==> config.mk <==
export PLATFORM = sky130hd
export DESIGN_NAME = dpcm_channel
export DESIGN_NICKNAME = d
export VERILOG_FILES = /design/src/rtl/dpcm_pkg.sv /design/src/rtl/dpcm_timer.sv /design/src/rtl/dpcm_shifter.sv /design/src/rtl/dpcm_fetcher.sv /design/src/rtl/dpcm_channel.sv
export SDC_FILE = /design/constraint.sdc
export NUM_CORES = 1
export LEC_CHECK = 0
export BUFFER_PORTS_ARGS = -buffer_cell sky130_fd_sc_hd__buf_2
export CORE_ASPECT_RATIO = 1.5
export CORE_MARGIN = 2
export CORE_UTILIZATION = 50
export DETAILED_ROUTE_END_ITERATION = 7
export PLACE_DENSITY = 0.72
export SLEW_MARGIN = 20
export SYNTH_ARGS = -nofsm -noshare
export SYNTH_HDL_FRONTEND = slang
export SYNTH_SLANG_ARGS = --single-unit
==> constraint.sdc <==
create_clock -name clk -period 2.8 [get_ports clk]
set_input_delay 0.42 -clock clk [delete_from_list [all_inputs] [get_ports clk]]
set_output_delay 0.42 -clock clk [all_outputs]
set_load 0.005 [all_outputs]
==> src/rtl/dpcm_pkg.sv <==
package dpcm_pkg;
    localparam int BYTE_W = 8;
    localparam int ADDR_W = 16;
    localparam int LEN_W  = 12;
    localparam int LVL_W  = 7;
    localparam int TMR_W  = 8;
    localparam int RATE_W = 4;

    typedef enum logic [1:0] {
        REG_CTRL   = 2'd0,
        REG_LEVEL  = 2'd1,
        REG_START  = 2'd2,
        REG_LENGTH = 2'd3
    } reg_sel_e;

    typedef struct packed {
        logic              irq_en;
        logic              loop_en;
        logic [RATE_W-1:0] rate;
    } ctrl_t;

    function automatic logic [TMR_W-1:0] rate_period(input logic [RATE_W-1:0] idx);
        logic [TMR_W-1:0] p;
        case (idx)
            4'd0:    p = 8'd214;
            4'd1:    p = 8'd190;
            4'd2:    p = 8'd170;
            4'd3:    p = 8'd160;
            4'd4:    p = 8'd143;
            4'd5:    p = 8'd127;
            4'd6:    p = 8'd113;
            4'd7:    p = 8'd107;
            4'd8:    p = 8'd95;
            4'd9:    p = 8'd80;
            4'd10:   p = 8'd71;
            4'd11:   p = 8'd64;
            4'd12:   p = 8'd53;
            4'd13:   p = 8'd42;
            4'd14:   p = 8'd36;
            default: p = 8'd27;
        endcase
        return p;
    endfunction

    function automatic logic [ADDR_W-1:0] start_of(input logic [BYTE_W-1:0] b);
        return {2'b11, b, 6'b000000};
    endfunction

    function automatic logic [LEN_W-1:0] length_of(input logic [BYTE_W-1:0] b);
        return {b, 4'b0001};
    endfunction

    function automatic logic [ADDR_W-1:0] advance(input logic [ADDR_W-1:0] a);
        logic [ADDR_W-1:0] n;
        if (a == {ADDR_W{1'b1}})
            n = {1'b1, {(ADDR_W-1){1'b0}}};
        else
            n = a + 1'b1;
        return n;
    endfunction
endpackage

==> src/rtl/dpcm_timer.sv <==
module dpcm_timer #(
    parameter int TW = dpcm_pkg::TMR_W
) (
    input  logic          clk,
    input  logic          rst,
    input  logic          run,
    input  logic [TW-1:0] period,
    output logic          fire
);
    logic          phase_q;
    logic [TW-1:0] cnt_q;
    logic          step;

    assign step = phase_q & run;
    assign fire = step && (cnt_q == '0);

    always_ff @(posedge clk) begin
        if (rst) begin
            phase_q <= 1'b0;
            cnt_q   <= '0;
        end else begin
            phase_q <= ~phase_q;
            if (step) begin
                if (cnt_q == '0)
                    cnt_q <= period;
                else
                    cnt_q <= cnt_q - 1'b1;
            end
        end
    end


    alt_clock_chk: assert property (@(posedge clk) disable iff (rst)
        fire |=> !fire);


    reload_chk: assert property (@(posedge clk) disable iff (rst)
        fire |=> (cnt_q == $past(period)));
endmodule

==> src/rtl/dpcm_shifter.sv <==
module dpcm_shifter #(
    parameter int BW = dpcm_pkg::BYTE_W,
    parameter int LW = dpcm_pkg::LVL_W
) (
    input  logic          clk,
    input  logic          rst,
    input  logic          fire,
    input  logic          load_byte,
    input  logic [BW-1:0] byte_in,
    input  logic          lvl_load,
    input  logic [LW-1:0] lvl_val,
    output logic          bits_empty,
    output logic [LW-1:0] level
);
    localparam int CW = $clog2(BW + 1);
    localparam logic [LW-1:0] LVL_HI = LW'((1 << LW) - 2);
    localparam logic [LW-1:0] LVL_LO = LW'(1);
    localparam logic [LW-1:0] STEP   = LW'(2);

    logic [BW-1:0] sr_q;
    logic [CW-1:0] bits_q;
    logic          do_shift;

    assign bits_empty = (bits_q == '0);
    assign do_shift   = fire && !bits_empty;

    always_ff @(posedge clk) begin
        if (rst) begin
            sr_q   <= '0;
            bits_q <= CW'(BW);
            level  <= '0;
        end else begin
            if (load_byte) begin
                sr_q   <= byte_in;
                bits_q <= CW'(BW);
            end else if (do_shift) begin
                sr_q   <= sr_q >> 1;
                bits_q <= bits_q - 1'b1;
            end
            if (lvl_load) begin
                level <= lvl_val;
            end else if (do_shift) begin
                if (sr_q[0]) begin
                    if (level < LVL_HI) level <= level + STEP;
                end else begin
                    if (level > LVL_LO) level <= level - STEP;
                end
            end
        end
    end


    level_step_chk: assert property (@(posedge clk) disable iff (rst)
        !lvl_load |=> ((int'(level) - int'($past(level))) inside {-2, 0, 2}));


    bit_count_chk: assert property (@(posedge clk) disable iff (rst)
        int'(bits_q) <= BW);


    load_when_empty_chk: assert property (@(posedge clk) disable iff (rst)
        load_byte |-> bits_empty);
endmodule

==> src/rtl/dpcm_fetcher.sv <==
module dpcm_fetcher #(
    parameter int AW = dpcm_pkg::ADDR_W,
    parameter int NW = dpcm_pkg::LEN_W
) (
    input  logic          clk,
    input  logic          rst,
    input  logic          en_we,
    input  logic          en_val,
    input  logic [AW-1:0] start_addr,
    input  logic [NW-1:0] start_len,
    input  logic          loop_en,
    input  logic          bits_empty,
    input  logic          rd_valid,
    output logic          rd_req,
    output logic [AW-1:0] rd_addr,
    output logic          active,
    output logic          enabled
);
    logic [AW-1:0] addr_q;
    logic [NW-1:0] remain_q;
    logic          pending_q;
    logic          req_q;
    logic          can_fetch;

    assign active    = (remain_q != '0);
    assign can_fetch = enabled && bits_empty && active && !pending_q;
    assign rd_req    = req_q;
    assign rd_addr   = addr_q;

    always_ff @(posedge clk) begin
        if (rst) begin
            enabled   <= 1'b0;
            addr_q    <= '0;
            remain_q  <= '0;
            pending_q <= 1'b0;
            req_q     <= 1'b0;
        end else begin
            req_q <= can_fetch;
            if (can_fetch)
                pending_q <= 1'b1;
            else if (rd_valid)
                pending_q <= 1'b0;

            if (en_we && !en_val) begin
                enabled  <= 1'b0;
                remain_q <= '0;
            end else if (en_we && !active) begin
                enabled  <= 1'b1;
                addr_q   <= start_addr;
                remain_q <= start_len;
            end else begin
                if (en_we)
                    enabled <= 1'b1;
                if (rd_valid) begin
                    if (remain_q == NW'(1) && loop_en) begin
                        addr_q   <= start_addr;
                        remain_q <= start_len;
                    end else begin
                        addr_q <= dpcm_pkg::advance(addr_q);
                        if (active)
                            remain_q <= remain_q - 1'b1;
                    end
                end
            end
        end
    end


    req_pulse_chk: assert property (@(posedge clk) disable iff (rst)
        rd_req |=> !rd_req);


    upper_half_chk: assert property (@(posedge clk) disable iff (rst)
        rd_req |-> rd_addr[AW-1]);


    stop_clears_chk: assert property (@(posedge clk) disable iff (rst)
        (en_we && !en_val) |=> !active);


    start_loads_chk: assert property (@(posedge clk) disable iff (rst)
        (en_we && en_val && !active) |=> (active && enabled));
endmodule

==> src/rtl/dpcm_channel.sv <==
module dpcm_channel (
    input  logic                          clk,
    input  logic                          rst,
    input  logic                          reg_we,
    input  logic [1:0]                    reg_sel,
    input  logic [dpcm_pkg::BYTE_W-1:0]   reg_wdata,
    input  logic                          en_we,
    input  logic                          en_val,
    output logic                          rd_req,
    output logic [dpcm_pkg::ADDR_W-1:0]   rd_addr,
    input  logic                          rd_valid,
    input  logic [dpcm_pkg::BYTE_W-1:0]   rd_data,
    output logic                          cpu_stall,
    output logic [dpcm_pkg::LVL_W-1:0]    level_out,
    output logic                          active,
    output logic                          irq_enable
);
    import dpcm_pkg::*;

    ctrl_t             ctrl_q;
    logic [BYTE_W-1:0] start_byte_q;
    logic [BYTE_W-1:0] len_byte_q;
    reg_sel_e          sel;
    logic              lvl_load;
    logic              fire;
    logic              bits_empty;
    logic              enabled;

    assign sel      = reg_sel_e'(reg_sel);
    assign lvl_load = reg_we && (sel == REG_LEVEL);

    always_ff @(posedge clk) begin
        if (rst) begin
            ctrl_q       <= '0;
            start_byte_q <= '0;
            len_byte_q   <= '0;
        end else if (reg_we) begin
            case (sel)
                REG_CTRL: begin
                    ctrl_q.irq_en  <= reg_wdata[7];
                    ctrl_q.loop_en <= reg_wdata[6];
                    ctrl_q.rate    <= reg_wdata[RATE_W-1:0];
                end
                REG_START:  start_byte_q <= reg_wdata;
                REG_LENGTH: len_byte_q   <= reg_wdata;
                default: ;
            endcase
        end
    end

    assign irq_enable = ctrl_q.irq_en;
    assign cpu_stall  = rd_req;

    dpcm_timer #(.TW(TMR_W)) u_timer (
        .clk    (clk),
        .rst    (rst),
        .run    (enabled),
        .period (rate_period(ctrl_q.rate)),
        .fire   (fire)
    );

    dpcm_shifter #(.BW(BYTE_W), .LW(LVL_W)) u_shifter (
        .clk        (clk),
        .rst        (rst),
        .fire       (fire),
        .load_byte  (rd_valid),
        .byte_in    (rd_data),
        .lvl_load   (lvl_load),
        .lvl_val    (reg_wdata[LVL_W-1:0]),
        .bits_empty (bits_empty),
        .level      (level_out)
    );

    dpcm_fetcher #(.AW(ADDR_W), .NW(LEN_W)) u_fetcher (
        .clk        (clk),
        .rst        (rst),
        .en_we      (en_we),
        .en_val     (en_val),
        .start_addr (start_of(start_byte_q)),
        .start_len  (length_of(len_byte_q)),
        .loop_en    (ctrl_q.loop_en),
        .bits_empty (bits_empty),
        .rd_valid   (rd_valid),
        .rd_req     (rd_req),
        .rd_addr    (rd_addr),
        .active     (active),
        .enabled    (enabled)
    );


    irq_store_chk: assert property (@(posedge clk) disable iff (rst)
        (reg_we && sel == REG_CTRL) |=> (irq_enable == $past(reg_wdata[7])));


    level_load_chk: assert property (@(posedge clk) disable iff (rst)
        lvl_load |=> (level_out == $past(reg_wdata[LVL_W-1:0])));
endmodule

Word level (Yosys, flattened, before mapping)
Memories as Yosys holds them, arrays and structs flattened. A register that Yosys moved wholly into a read port is not among the register bits.
Index checks and enable logic that the tools add are counted.
- bits of input ports: 24
- memories kept: 1
- memory bits (writable): 0
- ROM bits: 128
- latch bits: 0
- output and inout port bits: 27
- word-level logic and storage cells: 91
- flip-flop bits (word level): 81
- bitwise gates (word level): 3
- eq/ne operators: 6
- divide/modulo/power cells: 0
- $lt $le $gt $ge: 2
- shift operators: 0
- muxes and demuxes: 22
- $add $sub $neg: 6
- $mul: 0
- reductions and logical operators: 35
- memories (memory ; depth ; width ; rd ports ; clocked after memory_dff ; wr ports ; RTL line ; source):
    (name not given) ; 16 ; 8 ; 1 ; 1 ; 0 ; dpcm_pkg.sv:24 ; case (idx)
- operators by type and width (cell ; count):
    $mux W16 ; 4
    $mux W12 ; 4
    $mux W7 ; 5
    $mux W8 ; 3
    $add A16 B1 Y16 const B ; 1
    $eq A16 B16 Y1 const B ; 1
    $eq A12 B1 Y1 const B ; 1
    $reduce_and A2 Y1 ; 6
    $reduce_bool A12 Y1 ; 1
    $reduce_bool A2 Y1 ; 6
    $sub A12 B1 Y12 const B ; 1
    $logic_and A1 B1 Y1 ; 9
    $logic_not A8 Y1 ; 1
    $mux W4 ; 2
    $sub A8 B1 Y8 const B ; 1
    $add A7 B2 Y7 const B ; 1
    $gt A7 B1 Y1 const B ; 1
    $lt A7 B7 Y1 const B ; 1
    $sub A7 B2 Y7 const B ; 1
    $reduce_bool A3 Y1 ; 2
    $eq A2 B2 Y1 const B ; 2
    $logic_not A1 Y1 ; 4
    $logic_not A4 Y1 ; 1
    $mux W1 ; 4
    9 further kinds ; 11

Longest topological paths before layout
Gate-level depths: netlist of the first run.
- depth after elaboration: 5
- mapped depth: 10
- depth with buffers taken out: 8

Modules after synthesis
A second synthesis of the first run with hierarchy kept.
- cells, all modules: 559
- area, all modules: 4919.7 µm²
- modules (own cells, without submodules) (module ; cells each ; area an instance (µm²) ; instances):
    dpcm_fetcher ; 254 ; 2013.2 ; 1
    dpcm_channel ; 120 ; 1231.2 ; 1
    dpcm_shifter ; 116 ; 1108.6 ; 1
    dpcm_timer ; 69 ; 566.8 ; 1

Worst setup path after synthesis of the first run
Ideal clock, no wire load.
- kind: reg-to-reg
- start point: register u_timer.cnt_q[0]
- end point: register u_shifter.level[3]
- data arrival time: 2.310 ns
- required time: 2.668 ns
- clock period less this slack: 2.442 ns
- path buffers: 1
- setup slack: 0.358 ns
- cell stages (with the launch flop): 9
- cell sequence: dfxtp_1 -> inv_1 -> ha_1 -> or3b_2 -> or4_4 -> buf_6 -> nor3_4 -> mux2i_1 -> o22ai_1
- cells in the longest elaborated chain, start to end: 5
- ends and longest elaborated chain (item ; RTL line ; source):
    start: declaration ; dpcm_timer.sv:11 ; logic [TW-1:0] cnt_q;
    start signal: assignment ; dpcm_timer.sv:25 ; cnt_q <= period;
    start signal: assignment ; dpcm_timer.sv:27 ; cnt_q <= cnt_q - 1'b1;
    $logic_not A8 Y1 ; dpcm_timer.sv:15 ; assign fire = step && (cnt_q == '0);
    $logic_and A1 B1 Y1 ; dpcm_timer.sv:15 ;
    $logic_and A1 B1 Y1 ; dpcm_shifter.sv:25 ; assign do_shift = fire && !bits_empty;
    $reduce_bool A2 Y1 (no line) ; -- ;
    $reduce_and A3 Y1 (no line) ; -- ;
    end signal: assignment ; dpcm_shifter.sv:41 ; level <= lvl_val;
    end signal: assignment ; dpcm_shifter.sv:44 ; if (level < LVL_HI) level <= level + STEP;
    end signal: assignment ; dpcm_shifter.sv:46 ; if (level > LVL_LO) level <= level - STEP;
    end: declaration ; dpcm_shifter.sv:13 ; output logic [LW-1:0] level
No other way between the ends.
A chain may end at the register's enable or synchronous reset.

Worst setup path after layout of the first run
Ends and elaborated chain as after synthesis.

==> results of run 1 <==
critical path, stage by stage (launching register included):
cell,delay (ns)
dfxtp_1,0.33
inv_1,0.13
ha_1,0.17
or3b_2,0.49
or4_4,0.60
nor3_4,0.40
mux2i_1,0.23
o22ai_1,0.10
placed cells by master, fill, tap and decap left out, types with 3 or more instances in the layout:
master     synthesis  routed
dfxtp_1           89      89
nor2_1            63      63
buf_2              1      50
nand2_1           45      45
a21oi_1           38      38
mux2i_1           27      27
o21ai_0           26      26
nand3_1           24      24
inv_1             23      23
nor3_1            19      19
buf_4              1      17
ha_1              14      14
a311oi_1          11      11
nor4_1            10      10
xor2_1             9       9
clkbuf_16          0       9
nand4_1            7       7
o32ai_1            7       7
or3_1              6       6
xnor2_1            6       6
or4_1              5       5
a211oi_1           5       5
a221oi_1           5       5
o21a_1             4       4
or2_2              4       4
a31oi_1            5       4
nand3b_1           4       4
and2_1             4       4
mux2_2             3       3
a22oi_1            3       3
a21o_1             3       3
nor3b_1            3       3
state kept, by name, indices dropped and copies added (netlist names):
register and flops:
u_shifter.sr_q 8, u_timer.cnt_q 8, irq_enable 1, u_fetcher.pending_q 1, u_fetcher.rd_req 1, u_fetcher.rd_addr 16
u_timer.period 8, start_byte_q 8, ctrl_q 5, u_timer.phase_q 1, u_fetcher.remain_q 12, u_shifter.bits_q 4
len_byte_q 8, u_shifter.level 7, u_fetcher.enabled 1
kinds of logic after synthesis:
logic type | Yosys count
compound gates | 130
fa+ha+maj | 15
flops | 89
simple gates | 208
mux | 31
buf+inv | 53
xor+xnor | 15
power by group through the flow:
stage | logic [W] | registers [W] | clock network, W
floorplan | 0.00130 | 0.00156 | 0
finish | 0.00192 | 0.00157 | 0.00110
detailed placement | 0.00188 | 0.00159 | 0
global route | 0.00211 | 0.00159 | 0.00118
global placement | 0.00186 | 0.00158 | 0
CTS | 0.00189 | 0.00156 | 0.00112
per-stage QoR:
step	utilization [%]	setup WS, ns	area (um2)	hold slack (ns)
5_1_grt	59.08	0.01220	5216	0.3505
2_1_floorplan	-	0.3581	4556	0.3935
3_5_place_dp	56.02	0.1628	4946	0.4158
6_report	59.08	0.2091	5216	0.3400
3_3_place_gp	56.02	0.2058	4946	0.4060
4_1_cts	59.01	0.1495	5210	0.3378
area by class of cell:
type	count	share of cell area, %
multi-input combinational	399	49.24
sequential	89	34.16
timing repair buffer	67	7.244
clock buffer	12	4.725
tap	110	2.639
inverter	23	1.655
clock inverter	3	0.3358
how the worst min path moves through the flow:
stage	start	endpoint	depth (start not counted)
global route	rd_data[1]	u_shifter.sr_q[1]	3
floorplan	u_timer.phase_q	u_timer.phase_q	1
detailed placement	u_timer.phase_q	u_timer.phase_q	1
CTS	rd_data[7]	u_shifter.sr_q[7]	3
finish	rd_data[7]	u_shifter.sr_q[7]	3
global placement	u_timer.phase_q	u_timer.phase_q	1
metal layers:
metal  GRT usage, %  share of wire, %
met4          11.88               3.7
met3          5.357               5.3
met5              0                 0
met1          29.55                42
met2          40.65                49
==> flow_summary.ini, run 1 <==
[run_status]
outcome = finished clean

[grt]
grt.total_usage_pct = 24.56
grt_overflow = 0
grt_start_max_net_pins = 31
grt_pass1_vias = 3953
grt_antenna_before_repair = 0
grt_pass1_wl_um = 18950

[clock_tree]
post_cts_buffers = 0
clk_latency_ns = 0.34
root_buffer = clkbuf_16
cts_resized = 0
clockBufferDepth = 2
cts_max_level = 3
cts_buffers = 9
cts.sinks = 89
cts_hold_buf = 0
clk_pin_slew_ns = 0.06
tritoncts = done

[placed_design]
place_hpwl_um = 8591
dp_cells = 688
port_buffers = 50
gp_congestion = 0.9212

[timing]
setup_viol = 0
fin_skew_ns = 0.005657
fin_tns_setup_ns = 0
maxSlewHeadroom_pct = 49.85
min_period_ns = 2.591
maxSlewViolCount = 0
fmax_mhz = 386.0
finalCritPeriodShare_pct = 92.53
hold_viol = 0
grt_setup_unrepaired = false
worst_pin_slew_ns = 0.7454

[run]
maxCapViolCount = 0

[power]
clkPwrFrac_pct = 24.0
peakVddDrop_mv = 0.5327
leakage_nw = 2.145
sequentialPowerShare_pct = 34.2
power_per_cell_area_nw_per_um2 = 879.8
p_switching_w = 0.001786
p_comb_share_pct = 41.8
p_sw_share_pct = 38.92
finalPower_w = 0.004589
p_int_w = 0.002803

[setup_path]
worstPathRequired_ns = 3.00
r2r_slack_ns = 0.21
timing.rr.start = u_timer.cnt_q[0]
cp_max_fo = 10
endpoint_kind = flip-flop
start_kind = flip-flop
r2r_cells = 7
worst-endpoint-arrival_ns = 2.79
crit_end = u_shifter.level[3]
path_class = reg -> reg
r2r-end = u_shifter.level[3]
worstSetupStartpoint = u_timer.cnt_q[0]

[yosys]
syn_inst = 541
synth_top_area_share_pct = 39.11
synth-edff-count = 0
synth-compound-area-share_pct = 19.17
synth_common_cells = dfxtp_1 (89), nor2_1 (63), nand2_1 (45)
synth_cell_types = 66
synth_area_leader_cell = dfxtp_1
syn_area_per_cell_um2 = 8.421
synth_top_family_by_area = simple AND/OR/NAND/NOR gates
synthXorXnorAreaFrac_pct = 2.884
async_reset_ff_share_pct = 0
synth_seq_cells = 89
ys_seq_area_share_pct = 39.11
synth.most_common_cell = dfxtp_1
synth_area_um2 = 4556
synth_area_leaders = dfxtp_1 (39%), mux2i_1 (5.9%), nor2_1 (5.2%)
synth-adder-area-share_pct = 4.285
syn_nets = 580
synth_ff_type = dfxtp_1
yosys-mux-area-fraction_pct = 7.168
yosys_warnings = 0
synth-simple-area-share_pct = 22.74

[routing]
routed-via-count = 4211
ant_nets = 0
remaining_drc_errors = 0
via_per_inst = 5.990
dr.first_iter.drc_count = 221
routed_wl_um = 11550
first_pass_iters = 5
wl_per_cell_um = 16.43

[hold_path]
hold_class = in -> reg

[layout]
stdcell_count = 703
regArea_um2 = 1782
n_antenna_cell = 0
areaGrowthSynthToFinish_pct = 14.50
fillers = 797
nets = 628
multi_input_area_um2 = 2569
drive_gt1_share_pct = 16.86

[floorplanning]
rows = 42
core_area_um2 = 8828
die-width_um = 81.94
start_util_pct = 51.60
die_area_um2 = 9906
ios = 51
fp.dieH_um = 120.9
No activity file was read; power rests on OpenSTA's default activity.
==> run 2, diff against run 1 <==
Settings changed: CTS_BUF_LIST set to sky130_fd_sc_hd__clkbuf_8, REMOVE_ABC_BUFFERS set to 1.
==> flow_summary.ini, run 2 (same netlist as run 1, synthesis figures left out) <==
[run_status]
outcome = finished clean

[layout]
areaGrowthSynthToFinish_pct = 12.25
drive_gt1_share_pct = 17.03
most-common-layout-cells = dfxtp_1 (89), nor2_1 (63), buf_2 (50)
largest_reg_flops = 16
n_antenna_cell = 0
final_common_cell = dfxtp_1
nets = 628
stdcell_count = 703

[clock_tree]
cts_buffers = 9
cts_resized = 0
tritoncts = done
clockBufferDepth = 2
root_buffer = clkbuf_8
clk_latency_ns = 0.37
clk_pin_slew_ns = 0.08
cts.sinks = 89
cts_max_level = 3
cts_hold_buf = 0
post_cts_buffers = 0

[grt]
grt.total_usage_pct = 24.19
grt_overflow = 0
grt_start_max_net_pins = 38
grt_antenna_before_repair = 0
grt_pass1_wl_um = 18700
grt_pass1_vias = 3877

[floorplanning]
die-width_um = 81.94
core_area_um2 = 8828
die_area_um2 = 9906
ios = 51
rows = 42
fp.dieH_um = 120.9
start_util_pct = 51.60

[timing]
maxSlewViolCount = 0
setup_viol = 0
finalCritPeriodShare_pct = 91.93
fin_skew_ns = 0.006719
timing.hold.ws_ns = 0.2947
hold_viol = 0
grt_setup_unrepaired = false
fin_tns_setup_ns = 0
maxSlewHeadroom_pct = 55.22
worst_pin_slew_ns = 0.6696
min_period_ns = 2.574
fmax_mhz = 388.5

[power]
power_per_cell_area_nw_per_um2 = 834.3
peakVddDrop_mv = 0.4772
leakage_nw = 2.109

[routing]
dr.first_iter.drc_count = 217
wl_per_cell_um = 16.24
routed_wl_um = 11420
routed-via-count = 4200
ant_nets = 0
via_per_inst = 5.974
remaining_drc_errors = 0
first_pass_iters = 5

[setup_path]
worstPathRequired_ns = 3.03
r2r_cells = 7
timing.rr.start = u_timer.cnt_q[0]
r2r_slack_ns = 0.23
slowest_stage = or4_4
worstSetupStartpoint = u_timer.cnt_q[0]
cp_cell_sequence = inv_1 -> ha_1 -> or3b_2 -> or4_4 -> nor3_4 -> mux2i_1 -> o22ai_1
cp_max_fo = 10
r2r-end = u_shifter.level[3]
endpoint_kind = flip-flop
path_class = reg -> reg
worst-endpoint-arrival_ns = 2.81
cp_slowest_stage_delay_ns = 0.58
start_kind = flip-flop

[placed_design]
gp_congestion = 1.015
place_hpwl_um = 8340
dp_cells = 688
port_buffers = 50

[hold_path]
hold_class = in -> reg
hold_path_end = u_shifter.sr_q[7]
hold_path_depth = 3
min_from = rd_data[7]

[run]
maxCapViolCount = 0
run 2: worst max path at each step:
stage,to,depth (start not counted)
floorplan,u_fetcher.rd_addr[13],5
global placement,u_shifter.level[3],7
detailed placement,u_fetcher.rd_addr[15],7
CTS,u_fetcher.rd_addr[5],7
global route,u_shifter.level[4],7
finish,u_shifter.level[3],7
run 2: worst max-delay path: cells and delay by family (launching register included):
family	cells	cell delay [ns]
AO/OA/AOI/OAI	1	0.10
AND/OR/NAND/NOR	3	1.47
flip-flops	1	0.34
adder cells (fa/ha/maj)	1	0.17
buffers and inverters	1	0.13
multiplexers	1	0.22
run 2: per-layer routing:
layer  global-route usage (%)  part of all wire (%)
met1                    29.52                    42
met2                    40.96                    51
met3                    5.357                   4.9
met4                    8.750                   2.2
met5                        0                     0
run 2: final cells by class:
| cell class | instances | area [um2] |
|---|---|---|
| fillers | 835 | 3715 |
| multi-input cells | 399 | 2569 |
| flip-flops and latches | 89 | 1782 |
| repair buffers | 67 | 377.9 |
| clock buffers | 10 | 137.6 |
| well taps | 110 | 137.6 |
| inverters | 23 | 86.33 |
| clock inverters | 5 | 23.77 |
run 2: power by group:
group          switching, W  total (W)  internal [W]
combinational       0.00116    0.00193      0.000764
clock              0.000439   0.000772      0.000333
sequential         0.000153    0.00157       0.00141
run 2: per-stage QoR:
stage | utilization (%) | setup WS, ns | power (W) | instance area [um2]
2_1_floorplan | - | 0.005985 | 0.002796 | 4431
3_3_place_gp | 56.02 | 0.2348 | 0.003422 | 4946
3_5_place_dp | 56.02 | 0.1850 | 0.003462 | 4946
4_1_cts | 57.85 | 0.1547 | 0.004238 | 5107
5_1_grt | 57.92 | 0.08994 | 0.004557 | 5114
6_report | 57.92 | 0.2260 | 0.004266 | 5114
==> run 3, diff against run 2 <==
--- a/config.mk
+++ b/config.mk
@@ -13,3 +13,3 @@
 export DETAILED_ROUTE_END_ITERATION = 7
-export PLACE_DENSITY = 0.72
+export PLACE_DENSITY = 0.71
 export REMOVE_ABC_BUFFERS = 1
@@ -18,2 +18,3 @@
 export SYNTH_HDL_FRONTEND = slang
+export SYNTH_HIERARCHICAL = 1
 export SYNTH_SLANG_ARGS = --single-unit
--- a/constraint.sdc
+++ b/constraint.sdc
@@ -3,2 +3,2 @@
 set_output_delay 0.42 -clock clk [all_outputs]
-set_load 0.005 [all_outputs]
+set_load 0.02 [all_outputs]
==> flow_summary.ini, run 3 <==
[run_status]
outcome = finished clean

[yosys]
synth_area_leaders = dfxtp_1 (36%), mux2i_1 (8.1%), nor2_1 (5.2%)
synth_common_cells = dfxtp_1 (89), nor2_1 (68), mux2i_1 (40)
synth_ff_type = dfxtp_1
synth-edff-count = 0
synth.most_common_cell = dfxtp_1
synth_area_um2 = 4920
synth_seq_cells = 89
synth_top_area_share_pct = 36.22
syn_area_per_cell_um2 = 8.801
synth_cell_types = 73
synth_area_leader_cell = dfxtp_1
yosys_warnings = 6
ys_seq_area_share_pct = 36.22
syn_inst = 559
async_reset_ff_share_pct = 0

[clock_tree]
cts.sinks = 89
clk_latency_ns = 0.36
cts_buffers = 9
post_cts_buffers = 0
clk_pin_slew_ns = 0.09
tritoncts = done
cts_hold_buf = 0
root_buffer = clkbuf_8
cts_resized = 0
clockBufferDepth = 2
cts_max_level = 3

[floorplanning]
rows = 44
ios = 51
core_area_um2 = 9634
die_area_um2 = 10670
die-width_um = 84.99
start_util_pct = 51.06
fp.dieH_um = 125.5

[timing]
min_period_ns = 2.378
maxSlewHeadroom_pct = 52.64
fin_skew_ns = 0.006503
timing.hold.ws_ns = 0.2863
finalCritPeriodShare_pct = 84.94
hold_viol = 0
grt_setup_unrepaired = false
fmax_mhz = 420.5
fin_tns_setup_ns = 0
worst_pin_slew_ns = 0.7104
setup_viol = 0
maxSlewViolCount = 0

[setup_path]
endpoint_kind = flip-flop
path_class = reg -> reg
slowest_stage = a211oi_4
r2r_slack_ns = 0.42
cp_top_family = simple AND/OR/NAND/NOR gates
timing.rr.start = u_timer/cnt_q[2]
cp_cell_sequence = nor4_1 -> nand3_1 -> nor2_1 -> nand2b_4 -> a211oi_4 -> a31oi_1 -> o31a_1
cp_max_fo = 14
crit_buf_inv = 0
worstPathRequired_ns = 3.06
worstSetupStartpoint = u_timer/cnt_q[2]
r2r-end = u_shifter/level[6]
r2r_cells = 7
worst-endpoint-arrival_ns = 2.63
start_kind = flip-flop
cp_slowest_stage_delay_ns = 0.46
cp_num_cells = 7
crit_end = u_shifter/level[6]

[routing]
via_per_inst = 5.881
routed_wl_um = 11880
routed-via-count = 4317
remaining_drc_errors = 0
ant_nets = 0
wl_per_cell_um = 16.18
first_pass_iters = 5
dr.first_iter.drc_count = 299

[hold_path]
min_from = rd_data[3]
hold_class = in -> reg

[placed_design]
gp_congestion = 0.8965
place_hpwl_um = 8790
dp_cells = 719
port_buffers = 50

[grt]
grt_antenna_before_repair = 0
grt_overflow = 0
grt_pass1_vias = 4115
grt_start_max_net_pins = 33
grt_pass1_wl_um = 19840
grt.total_usage_pct = 22.88

[layout]
largest_reg_flops = 16
nets = 655
final_common_cell = dfxtp_1
areaGrowthSynthToFinish_pct = 11.52
most-common-layout-cells = dfxtp_1 (89), nor2_1 (68), buf_2 (50)
stdcell_count = 734
n_antenna_cell = 0
drive_gt1_share_pct = 18.26
fin_util_pct = 56.95

[power]
power_per_cell_area_nw_per_um2 = 730.8
leakage_nw = 2.235
finalPower_w = 0.004009
peakVddDrop_mv = 0.4168

[run]
maxCapViolCount = 0
[run 3: changes by cell type after synthesis, moves of 6 or more]
cell      before  now
a211oi_1       5   14
xor2_1         9    3
nand3_1       24    9
a311oi_1      11    0
nand2_1       45   33
nand2b_1       1    9
mux2i_1       27   40
clkbuf_1      25   12
mux2_2         3   11
buf_4          1    8
[run 3: worst min-delay path, stage by stage]
cell	delay, ns
buf_2	0.08
mux2i_1	0.05
nor2_1	0.07
[run 3: kinds of logic after synthesis]
| logic type | share of synthesized area (%) |
|---|---|
| other | 0.1527 |
| adders and majority gates | 4.222 |
| DFF | 36.22 |
| and+or+nand+nor | 22.33 |
| AOI/OAI and AO/OA | 19.33 |
| muxes | 11.11 |
| buffers and inverters | 5.392 |
| xor gates and xnor gates | 1.246 |
[run 3: worst min-delay path by stage]
| stage | endpoint | slack, ns | cells after the start |
|---|---|---|---|
| 3_3_place_gp | u_timer/phase_q | 0.42 | 1 |
| 2_1_floorplan | u_timer/phase_q | 0.40 | 1 |
| 4_1_cts | u_shifter/sr_q[4] | 0.27 | 3 |
| 6_report | u_shifter/sr_q[3] | 0.29 | 3 |
| 5_1_grt | u_shifter/sr_q[5] | 0.28 | 3 |
| 3_5_place_dp | u_timer/phase_q | 0.42 | 1 |
[run 3: power by group]
part	total, W	leakage (nW)	switching, W	internal (W)
clock network	0.000939	0.106	0.000445	0.000494
registers	0.00156	0.726	0.000161	0.00140
logic	0.00151	1.40	0.000906	0.000604
[run 3: stage by stage]
step / setup WS (ns) / area, um2
3_3_place_gp: 0.5569 / 5278
3_5_place_dp: 0.4237 / 5278
6_report: 0.4217 / 5487
5_1_grt: 0.2167 / 5487
2_1_floorplan: 0.4138 / 4786
4_1_cts: 0.4237 / 5487
[run 3: layout make-up]
type,instances,area [um2]
Timing Repair Buffer,63,347.8
Tap cell,115,143.9
Inverter,24,90.09
Fill cell,874,4148
Multi-Input combinational cell,428,2914
Clock buffer,9,123.9
Sequential cell,89,1782
Clock inverter,6,85.08
[run 3: routing by layer]
layer | track usage, % | part of all wire (%) | vias up
met5 | 0 | 0 | -
met3 | 4.290 | 4.2 | 21
met1 | 27.03 | 41 | 2052
met2 | 40.17 | 53 | 118
met4 | 9.150 | 2.5 | 0
li1 | - | - | 2126
